[config.mk]
export PLATFORM = sky130hd
export DESIGN_NAME = pb_method_decoder
export DESIGN_NICKNAME = d
export VERILOG_FILES = /design/src/rtl/pbd_pkg.sv /design/src/rtl/pbd_cmd_state.sv /design/src/rtl/pbd_issue.sv /design/src/rtl/pbd_router.sv /design/src/rtl/pb_method_decoder.sv
export SDC_FILE = /design/constraint.sdc
export NUM_CORES = 1
export LEC_CHECK = 0
export ABC_CLOCK_PERIOD_IN_PS = 3650
export BUFFER_PORTS_ARGS = -buffer_cell sky130_fd_sc_hd__buf_2
export CAP_MARGIN = 20
export CORE_UTILIZATION = 45
export DETAILED_ROUTE_END_ITERATION = 7
export GPL_TIMING_DRIVEN = 1
export PLACE_DENSITY_LB_ADDON = 0.12
export SETUP_SLACK_MARGIN = 0.5
export SYNTH_ARGS = -nofsm -noshare
export SYNTH_HDL_FRONTEND = slang
export SYNTH_HIERARCHICAL = 1
export SYNTH_SLANG_ARGS = --single-unit
[constraint.sdc]
create_clock -name clk -period 3.65 [get_ports clk]
set_input_delay 0.365 -clock clk [delete_from_list [all_inputs] [get_ports clk]]
set_output_delay 0.365 -clock clk [all_outputs]
set_load 0.005 [all_outputs]
[src/rtl/pbd_pkg.sv]
package pbd_pkg;

    localparam int WORD_W = 32;
    localparam int METH_W = 13;
    localparam int SUB_W  = 3;
    localparam int CNT_W  = 13;
    localparam int CODE_W = WORD_W - METH_W - SUB_W - CNT_W;
    localparam int NUM_SUB = 1 << SUB_W;

    typedef enum logic [CODE_W-1:0] {
        MODE_IDLE   = 3'd0,
        MODE_INC    = 3'd1,
        MODE_NONINC = 3'd3,
        MODE_INLINE = 3'd4,
        MODE_INC1   = 3'd5
    } mode_e;

    // header layout, most significant field first
    typedef struct packed {
        logic [CODE_W-1:0] code;
        logic [CNT_W-1:0]  count;
        logic [SUB_W-1:0]  sub;
        logic [METH_W-1:0] meth;
    } hdr_t;

    typedef struct packed {
        logic [SUB_W-1:0]  sub;
        logic [METH_W-1:0] meth;
        logic [WORD_W-1:0] data;
        logic              last;
    } mcall_t;

    function automatic logic opens_stream(input logic [CODE_W-1:0] code);
        return (code == MODE_INC) || (code == MODE_NONINC) || (code == MODE_INC1);
    endfunction

endpackage

[src/rtl/pbd_cmd_state.sv]
module pbd_cmd_state
    import pbd_pkg::*;
(
    input  logic              clk,
    input  logic              rst,
    input  logic              accept,
    input  logic [WORD_W-1:0] word,
    output logic              active,
    output logic              final_word,
    output logic [METH_W-1:0] cur_meth,
    output logic [SUB_W-1:0]  cur_sub
);
    mode_e             mode_q;
    logic [CNT_W-1:0]  rem_q;
    logic [METH_W-1:0] meth_q;
    logic [SUB_W-1:0]  sub_q;
    hdr_t              hdr;

    assign hdr        = hdr_t'(word);
    assign active     = (rem_q != '0);
    assign final_word = (rem_q == CNT_W'(1));
    assign cur_meth   = meth_q;
    assign cur_sub    = sub_q;

    always_ff @(posedge clk) begin
        if (rst) begin
            mode_q <= MODE_IDLE;
            rem_q  <= '0;
            meth_q <= '0;
            sub_q  <= '0;
        end else if (accept) begin
            if (active) begin
                rem_q <= rem_q - CNT_W'(1);
                case (mode_q)
                    MODE_INC: meth_q <= meth_q + METH_W'(1);
                    MODE_INC1: begin
                        meth_q <= meth_q + METH_W'(1);
                        mode_q <= MODE_NONINC;
                    end
                    default: ;
                endcase
            end else if (opens_stream(hdr.code)) begin
                mode_q <= mode_e'(hdr.code);
                rem_q  <= hdr.count;
                meth_q <= hdr.meth;
                sub_q  <= hdr.sub;
            end
        end
    end
endmodule

[src/rtl/pbd_issue.sv]
module pbd_issue
    import pbd_pkg::*;
(
    input  logic              active,
    input  logic              final_word,
    input  logic [METH_W-1:0] cur_meth,
    input  logic [SUB_W-1:0]  cur_sub,
    input  logic [WORD_W-1:0] word,
    output logic              need,
    output mcall_t            call
);
    hdr_t hdr;
    assign hdr = hdr_t'(word);

    always_comb begin
        need = 1'b0;
        call = '0;
        if (active) begin
            need      = 1'b1;
            call.meth = cur_meth;
            call.sub  = cur_sub;
            call.data = word;
            call.last = final_word;
        end else if (hdr.code == MODE_INLINE) begin
            need      = 1'b1;
            call.meth = hdr.meth;
            call.sub  = hdr.sub;
            call.data = WORD_W'(hdr.count);
            call.last = 1'b1;
        end
    end
endmodule

[src/rtl/pbd_router.sv]
module pbd_router
    import pbd_pkg::*;
#(
    parameter logic [METH_W-1:0] HOST_LIMIT = 13'h040,
    parameter logic [METH_W-1:0] MACRO_BASE = 13'hE00
) (
    input  logic               fire,
    input  mcall_t             call,
    input  logic               host_ready,
    input  logic [NUM_SUB-1:0] eng_ready,
    output logic               host_valid,
    output logic [NUM_SUB-1:0] eng_valid,
    output logic               sel_ready,
    output logic               macro
);
    logic to_host;
    assign to_host    = (call.meth < HOST_LIMIT);
    assign host_valid = fire && to_host;
    assign sel_ready  = to_host ? host_ready : eng_ready[call.sub];
    assign macro      = !to_host && (call.meth >= MACRO_BASE);

    for (genvar s = 0; s < NUM_SUB; s++) begin : g_eng
        assign eng_valid[s] = fire && !to_host && (call.sub == SUB_W'(s));
    end
endmodule

[src/rtl/pb_method_decoder.sv]
module pb_method_decoder
    import pbd_pkg::*;
#(
    parameter logic [METH_W-1:0] HOST_LIMIT = 13'h040,
    parameter logic [METH_W-1:0] MACRO_BASE = 13'hE00
) (
    input  logic               clk,
    input  logic               rst,
    input  logic               in_valid,
    output logic               in_ready,
    input  logic [WORD_W-1:0]  in_word,
    output logic               host_valid,
    input  logic               host_ready,
    output logic [NUM_SUB-1:0] eng_valid,
    input  logic [NUM_SUB-1:0] eng_ready,
    output logic [SUB_W-1:0]   out_sub,
    output logic [METH_W-1:0]  out_meth,
    output logic [WORD_W-1:0]  out_data,
    output logic               out_last,
    output logic               out_macro
);
    logic              active, final_word, need, sel_ready;
    logic [METH_W-1:0] cur_meth;
    logic [SUB_W-1:0]  cur_sub;
    mcall_t            call;

    pbd_cmd_state u_state (
        .clk        (clk),
        .rst        (rst),
        .accept     (in_valid && in_ready),
        .word       (in_word),
        .active     (active),
        .final_word (final_word),
        .cur_meth   (cur_meth),
        .cur_sub    (cur_sub)
    );

    pbd_issue u_issue (
        .active     (active),
        .final_word (final_word),
        .cur_meth   (cur_meth),
        .cur_sub    (cur_sub),
        .word       (in_word),
        .need       (need),
        .call       (call)
    );

    pbd_router #(.HOST_LIMIT(HOST_LIMIT), .MACRO_BASE(MACRO_BASE)) u_route (
        .fire       (in_valid && need),
        .call       (call),
        .host_ready (host_ready),
        .eng_ready  (eng_ready),
        .host_valid (host_valid),
        .eng_valid  (eng_valid),
        .sel_ready  (sel_ready),
        .macro      (out_macro)
    );

    assign in_ready = need ? sel_ready : 1'b1;
    assign out_sub  = call.sub;
    assign out_meth = call.meth;
    assign out_data = call.data;
    assign out_last = call.last;
endmodule

==> results.tsv, run 1 <==
stage	metric	value	unit
status	status	finished clean	
route	first_pass_iters	4	
setup_path	arrival	3640	ps
final_layout	nets	539	
route	vias_per_cell	5.903	
grt	grt_util_met3	0.04396	
placed_design	portBuffers	103	
die	ios	104	
grt	grt_max_degree	43	
final_layout	fin_cells	567	
route	drc	0	
placed_design	gp_congestion	0.9166	
timing	relSlewSlack	0.3209	
cts	clk_latency	290	ps
setup_path	critPathLaunchType	flop	
power	ir_worst_vdd	0.5437	mV
route	num_vias	3347	
yosys	yosys.area.top_type_share	0.2196	
placed_design	dpl.cell_count	539	
power	switching_share	0.4718	
final_layout	finish.utilization	0.6492	
timing	fmax	286.4	MHz
final_layout	filler_cell_count	548	
route	routedWlPerCell	17.01	µm
grt	antenna_found_initial	0	
setup_path	startpoint	u_state/rem_q[1]$_SDFFE_PP0P_	
timing	setup_viol	0	
die	rows	28	
timing	hold_violations	0	
power	internal_power	0.001516	W
power	power	0.002871	W
setup_path	critPathRequiredTime	3800	ps
timing	fin_crit	3491	ps
yosys	ys_seq_area_frac	0.2196	
grt	grt_first_pass_wirelength	14120	µm
die	dieArea	6810	µm²
yosys	netlist_area	2918	µm²
grt	grt_util_met2	0.4661	
final_layout	area_delta_synth_final	35.63	%
yosys	synth_edf_count	0	
setup_path	cp-end-kind	flop	
route	route.antenna.remaining_nets	0	
yosys	syn-num-nets	419	
yosys	async_reset_ff_frac	0	
timing	whs	345.6	ps
route	drt_iter0_drc	185	
grt	grt_usage	0.2734	
final_layout	drive_gt1_frac	0.4593	
setup_path	critical_path_class	flop to flop	
cts	root_buffer	clkbuf_8	
setup_path	r2r_start	u_state/rem_q[1]$_SDFFE_PP0P_	
timing	skew	8.487	ps
die	die-height	82.53	µm
power	power_leakage	1.642	nW
timing	period_share	0.9565	
power	seq_power_share	0.165	
power	power_density	725.4	nW/µm²
power	power_switching	0.001354	W
route	totalWireLength	9644	µm
cts	clk_path_buf_depth	2	
grt	use_met1	0.3525	
die	fp.dieW	82.53	µm
grt	grt_remaining_overflow	0	
yosys	syn_avg_cell_area	7.865	µm²
final_layout	antenna_cells	0	
die	core_area	6096	µm²
cts	cts_sinks	32	
die	start_util	0.4787	
yosys	ys.flop_type	dfxtp_1	
yosys	yosys_warnings	6	
cts	cts_tree	yes	
placed_design	place_hpwl	6549	µm
timing	worst_pin_slew	1017	ps
cts	htreeDepth	2	
cts	cts_made_buffers	5	
flow_run	drv_cap	0	
yosys	synth_top_area_cell	dfxtp_1	
grt	grt_busiest_layer	met2	
grt	grt_pass1_vias	2888	
timing	slew_viol_final	0	
power	pwr-share-comb	0.714	
yosys	ys_top_cells_by_area	dfxtp_1 (22%), a22o_1 (8.7%), and2_1 (6.4%)	
worst_hold_path	hp-start	in_word[13]	
cts	path_clk_slew	70	ps
timing	rsz0062_at_grt	true	
yosys	ys_ff_latch	32	
yosys	ys_types	65	
setup_path	cp_max_fo	12	
yosys	syn_inst	371	
power	power_frac_clock	0.121	
worst_hold_path	hp-class	input port to flop	
-- power groups by stage --
stage / Clock [W] / Sequential [W] / Combinational [W]
final: 0.000348 / 0.000473 / 0.00205
after global routing: 0.000366 / 0.000478 / 0.00222
after CTS: 0.000353 / 0.000467 / 0.00192
after detailed placement: 0 / 0.000475 / 0.00173
after global placement: 0 / 0.000473 / 0.00171
after floorplan: 0 / 0.000466 / 0.00136
-- sequential cells by signal (all words and copies together) (netlist names) --
signal / cells
u_state/cur_meth: 13
u_state/mode_q: 3
u_state/rem_q: 13
u_state/cur_sub: 3
-- repair_timing --
item	CTS	global route
endpoints found under the hold margin	0	0
hold buffers	0	0
resized for setup	27	24
endpoints found under the setup margin	41	41
gates cloned	4	0
pin swaps	10	12
buffers inserted	12	4
-- stage by stage --
stage	setup WS, ps	setup TNS [ps]	instance area (µm²)
after CTS	219.3	0	3849
final	158.9	0	3958
after global routing	26.21	0	3958
after detailed placement	46.75	0	3528
after floorplan	-3.539	-3.539	3009
after global placement	17.50	0	3528
-- final timing paths --
path                                      end  slack [ps]  depth (start not counted)
min           u_state/cur_sub[0]$_SDFFE_PP0P_         350                          3
max reg2reg  u_state/cur_meth[8]$_SDFFE_PP0P_         160                         17
max          u_state/cur_meth[8]$_SDFFE_PP0P_         160                         17
min reg2reg   u_state/cur_sub[0]$_SDFFE_PP0P_         470                          2
-- final cells by class --
type / instances / area [µm²] / area share
timing repair buffer: 137 / 793.3 / 0.2004
tap: 75 / 93.84 / 0.02371
timing repair inverter: 1 / 6.256 / 0.001581
clock inverter: 2 / 35.03 / 0.008852
multi-input combinational: 308 / 2283 / 0.5770
clock buffer: 6 / 72.57 / 0.01834
inverter: 6 / 30.03 / 0.007588
sequential: 32 / 643.1 / 0.1625
-- cell families after synthesis --
kind of cell | after synthesis | share of synthesized area
and+or+nand+nor | 180 | 0.3658
AOI/OAI and AO/OA | 113 | 0.2775
buffers and inverters | 33 | 0.07289
DFF | 32 | 0.2196
muxes | 9 | 0.04717
adders and majority gates | 4 | 0.01715
-- critical path, stage by stage, from the launching register on --
cell and delay, ps:
dfxtp_2 330, inv_2 70, ha_4 120, nor3b_4 180, and4_4 300, inv_8 70, buf_4 140, a22o_1 210
or3_1 440, nor2_4 150, mux2_4 160, nand2b_4 110, and2_4 180, nand3b_1 160, buf_4 180, mux2_4 340
a21oi_2 140, o32ai_2 80
-- synth_stat cells, types with 3 or more instances --
library cell and number:
dfxtp_1 32, and2_1 30, a22o_1 29, nor2b_1 29, a21oi_1 26, nor2_1 26, nand2_1 22, o21ai_0 22
nor3_1 12, nand3_1 11, buf_2 7, buf_4 7, buf_6 7, inv_1 6, nor4_1 6, and3_1 5
mux2_2 5, o21ai_2 5, clkbuf_1 4, ha_1 4, nand2b_1 4, nand3b_1 4, nor3b_1 4, or3_1 4
a21oi_2 3, a221oi_1 3, a31oi_1 3, nand4_1 3, o21a_1 3
-- cells in the final DEF (no fill, tap or decap), types with 9 or more instances in the layout --
cell     synthesis  final
o21ai_2          5     18
nor2b_1         29     29
a22o_1          29     28
nor2_1          26     23
buf_4            7     28
nand3_1         11      9
buf_2            7    103
nand2_1         22     22
a21oi_1         26     21
nor3_1          12     12
dfxtp_1         32     30
and2_1          30     30
-- layer usage --
metal	vias to the layer above	wire length, µm
met5	-	0
met4	0	157
met3	14	473
met2	112	4917
met1	1617	4096
li1	1604	-
(Power assumes the default switching activity.)
==> run 2: changes to the inputs <==
--- a/config.mk
+++ b/config.mk
@@ -8,7 +8,7 @@
 export ABC_CLOCK_PERIOD_IN_PS = 3650
 export BUFFER_PORTS_ARGS = -buffer_cell sky130_fd_sc_hd__buf_2
 export CAP_MARGIN = 20
-export CORE_UTILIZATION = 45
+export CORE_UTILIZATION = 46
 export DETAILED_ROUTE_END_ITERATION = 7
 export GPL_TIMING_DRIVEN = 1
 export PLACE_DENSITY_LB_ADDON = 0.12
==> run 2 against run 1 <==
  * Design area up 0.47%
  * Critical path depth unchanged
  * Combinational power about the same
  * Die area down 2.1%
  * Non-clock buffer count down 1
  * Sequential power about the same
  * Global-route usage up 1.2 points
  * Total power up 1.0%
  * Worst setup slack worse by 5.9 ps
  * Critical path type unchanged
  * Highest routed layer unchanged
==> results.tsv, run 2 (same netlist as run 1, synthesis figures left out) <==
stage	metric	value	unit	change
route	route.antenna.remaining_nets	0		unchanged
route	totalWireLength	9654	µm	was 9644 µm
grt	grt_max_degree	43		unchanged
grt	grt_remaining_overflow	0		unchanged
die	start_util	0.4842		was 0.4787
final_layout	finish.utilization	0.6599		was 0.6492
status	status	finished clean		unchanged
final_layout	antenna_cells	0		unchanged
grt	grt_first_pass_wirelength	14500	µm	was 14120 µm
route	vias_per_cell	5.866		was 5.903
cts	cts_made_buffers	5		unchanged
placed_design	place_hpwl	6620	µm	was 6549 µm
cts	root_buffer	clkbuf_8		unchanged
setup_path	cp-end-kind	flop		unchanged
setup_path	cp_max_fo	7		was 12
setup_path	r2r.worst_path.cells	17		unchanged
setup_path	worst-r2r-setup-slack	150	ps	was 160 ps
timing	slew_viol_final	0		unchanged
setup_path	critPathRequiredTime	3790	ps	was 3800 ps
cts	htreeDepth	2		unchanged
die	dieArea	6666	µm²	was 6810 µm²
worst_hold_path	hp-class	input port to flop		unchanged
cts	path_clk_slew	70	ps	about the same
route	routedWlPerCell	17.03	µm	was 17.01 µm
timing	relSlewSlack	0.3096		was 0.3209
timing	worst_slack	153.0	ps	was 158.9 ps
final_layout	postLayoutCellArea	3976	µm²	was 3958 µm²
final_layout	layout_commonest_cell	buf_2		unchanged
setup_path	r2r_start	u_state/rem_q[1]$_SDFFE_PP0P_		unchanged
cts	cts_tree	yes		unchanged
timing	hold_violations	0		unchanged
die	fp.dieW	81.65	µm	was 82.53 µm
die	die-height	81.65	µm	was 82.53 µm
final_layout	drive_gt1_frac	0.4695		was 0.4593
timing	worst_pin_slew	1033	ps	was 1017 ps
placed_design	portBuffers	103		unchanged
final_layout	nets	539		unchanged
setup_path	critPathLaunchType	flop		unchanged
grt	grt_usage	0.2853		was 0.2734
route	drc	0		unchanged
final_layout	final_cell_mix	buf_2 (103), and2_1 (30), dfxtp_1 (30), nor2b_1 (29), buf_4 (28)		was buf_2 (103), and2_1 (30), dfxtp_1 (30), nor2b_1 (29)
route	num_vias	3326		was 3347
setup_path	worstReg2RegEnd	u_state/rem_q[3]$_SDFFE_PP0P_		was u_state/cur_meth[8]$_SDFFE_PP0P_
worst_hold_path	holdPathStages	3		unchanged
cts	clk_path_buf_depth	2		unchanged
grt	antenna_found_initial	0		unchanged
timing	rsz0062_at_grt	true		unchanged
worst_hold_path	hold_path_end	u_state/cur_sub[0]$_SDFFE_PP0P_		unchanged
die	ios	104		unchanged
die	rows	28		unchanged
flow_run	drv_cap	0		unchanged
cts	cts_sinks	32		unchanged
cts	clk_latency	290	ps	about the same
placed_design	pre_cts_ws	-11.27	ps	was 46.75 ps
placed_design	placed_area	3521	µm²	was 3528 µm²
placed_design	gp_congestion	0.9313		was 0.9166
power	power	0.002900	W	was 0.002871 W
timing	fin_crit	3497	ps	was 3491 ps
die	core_area	6026	µm²	was 6096 µm²
worst_hold_path	hp-start	in_word[13]		unchanged
cts	hold_buffers	0		unchanged
timing	period_share	0.9581		was 0.9565
timing	skew	6.532	ps	was 8.487 ps
power	power_density	729.4	nW/µm²	was 725.4 nW/µm²
route	drt_iter0_drc	327		was 185
timing	setup_tns	0	ps	unchanged
final_layout	area_delta_synth_final	36.28	%	was 35.63%
final_layout	filler_cell_count	531		was 548
grt	grt_pass1_vias	2884		was 2888
power	power_leakage	1.646	nW	was 1.642 nW
timing	setup_viol	0		unchanged
timing	fmax	286.0	MHz	was 286.4 MHz
setup_path	arrival	3640	ps	about the same
setup_path	critical_path_class	flop to flop		unchanged
route	first_pass_iters	5		was 4
power	ir_worst_vdd	0.5798	mV	was 0.5437 mV
-- run 2: changes by cell type in the layout (fill, tap and decap cells not counted), sizes merged --
cell,delta
inv,+1
buf,-1
-- run 2: timing repair --
action | CTS | global route
pin swaps | 7 | 13
gates resized for setup | 26 | 27
endpoints found under the setup margin | 41 | 41
setup buffers | 12 | 4
cloned | 5 | 0
-- run 2: how the worst max path moves through the flow --
stage,from,end,slack (ps),cells past startpoint
3_3_place_gp,u_state/rem_q[1]$_SDFFE_PP0P_,u_state/rem_q[0]$_SDFFE_PP0P_,30,15
5_1_grt,u_state/rem_q[1]$_SDFFE_PP0P_,u_state/mode_q[1]$_SDFFE_PP0P_,30,17
2_1_floorplan,u_state/rem_q[0]$_SDFFE_PP0P_,u_state/cur_meth[11]$_SDFFE_PP0P_,-4,20
4_1_cts,u_state/rem_q[1]$_SDFFE_PP0P_,u_state/mode_q[1]$_SDFFE_PP0P_,170,17
3_5_place_dp,u_state/rem_q[1]$_SDFFE_PP0P_,u_state/mode_q[1]$_SDFFE_PP0P_,-10,17
6_report,u_state/rem_q[1]$_SDFFE_PP0P_,u_state/rem_q[3]$_SDFFE_PP0P_,150,17
-- run 2: per-stage QoR --
stage,hold WS (ps),std cells
finish,333.5,567
global route,344.5,567
CTS,326.7,563
detailed placement,455.1,538
global placement,441.1,538
floorplan,432.0,371
-- run 2: critical path, stage by stage, from the launching register on --
cell      delay, ps
dfxtp_2         330
inv_2            70
ha_4            130
nor3b_4         180
and4_4          320
inv_8            60
nor2b_1         100
a22o_2          190
mux4_2          510
mux2_4          280
mux2_4          260
nand2b_4        140
and2_4          150
buf_6           130
nand3b_1        110
nor3_1           60
a221oi_1        250
nor2_1           90
-- run 2: routing by layer --
layer | GRT usage | up-vias | routed length (µm)
met3 | 0.05444 | 17 | 604
met4 | 0.07895 | 0 | 142
li1 | - | 1599 | -
met1 | 0.3564 | 1565 | 3983
met5 | 0 | - | 0
met2 | 0.4967 | 145 | 4924
-- run 2: cell type report --
type | count | area (µm²) | area share
Sequential cell | 32 | 643.1 | 0.1617
Tap cell | 75 | 93.84 | 0.02360
Clock inverter | 2 | 35.03 | 0.008811
Timing Repair inverter | 2 | 12.51 | 0.003147
Multi-Input combinational cell | 308 | 2307 | 0.5802
Timing Repair Buffer | 136 | 782.0 | 0.1967
Clock buffer | 6 | 72.57 | 0.01825
Inverter | 6 | 30.03 | 0.007552
-- run 2: power breakdown --
part	leakage, nW	total (W)	switching, W	internal, W
Sequential	0.260	0.000473	0.0000672	0.000405
Clock	0.0552	0.000353	0.000150	0.000203
Combinational	1.33	0.00207	0.00116	0.000915
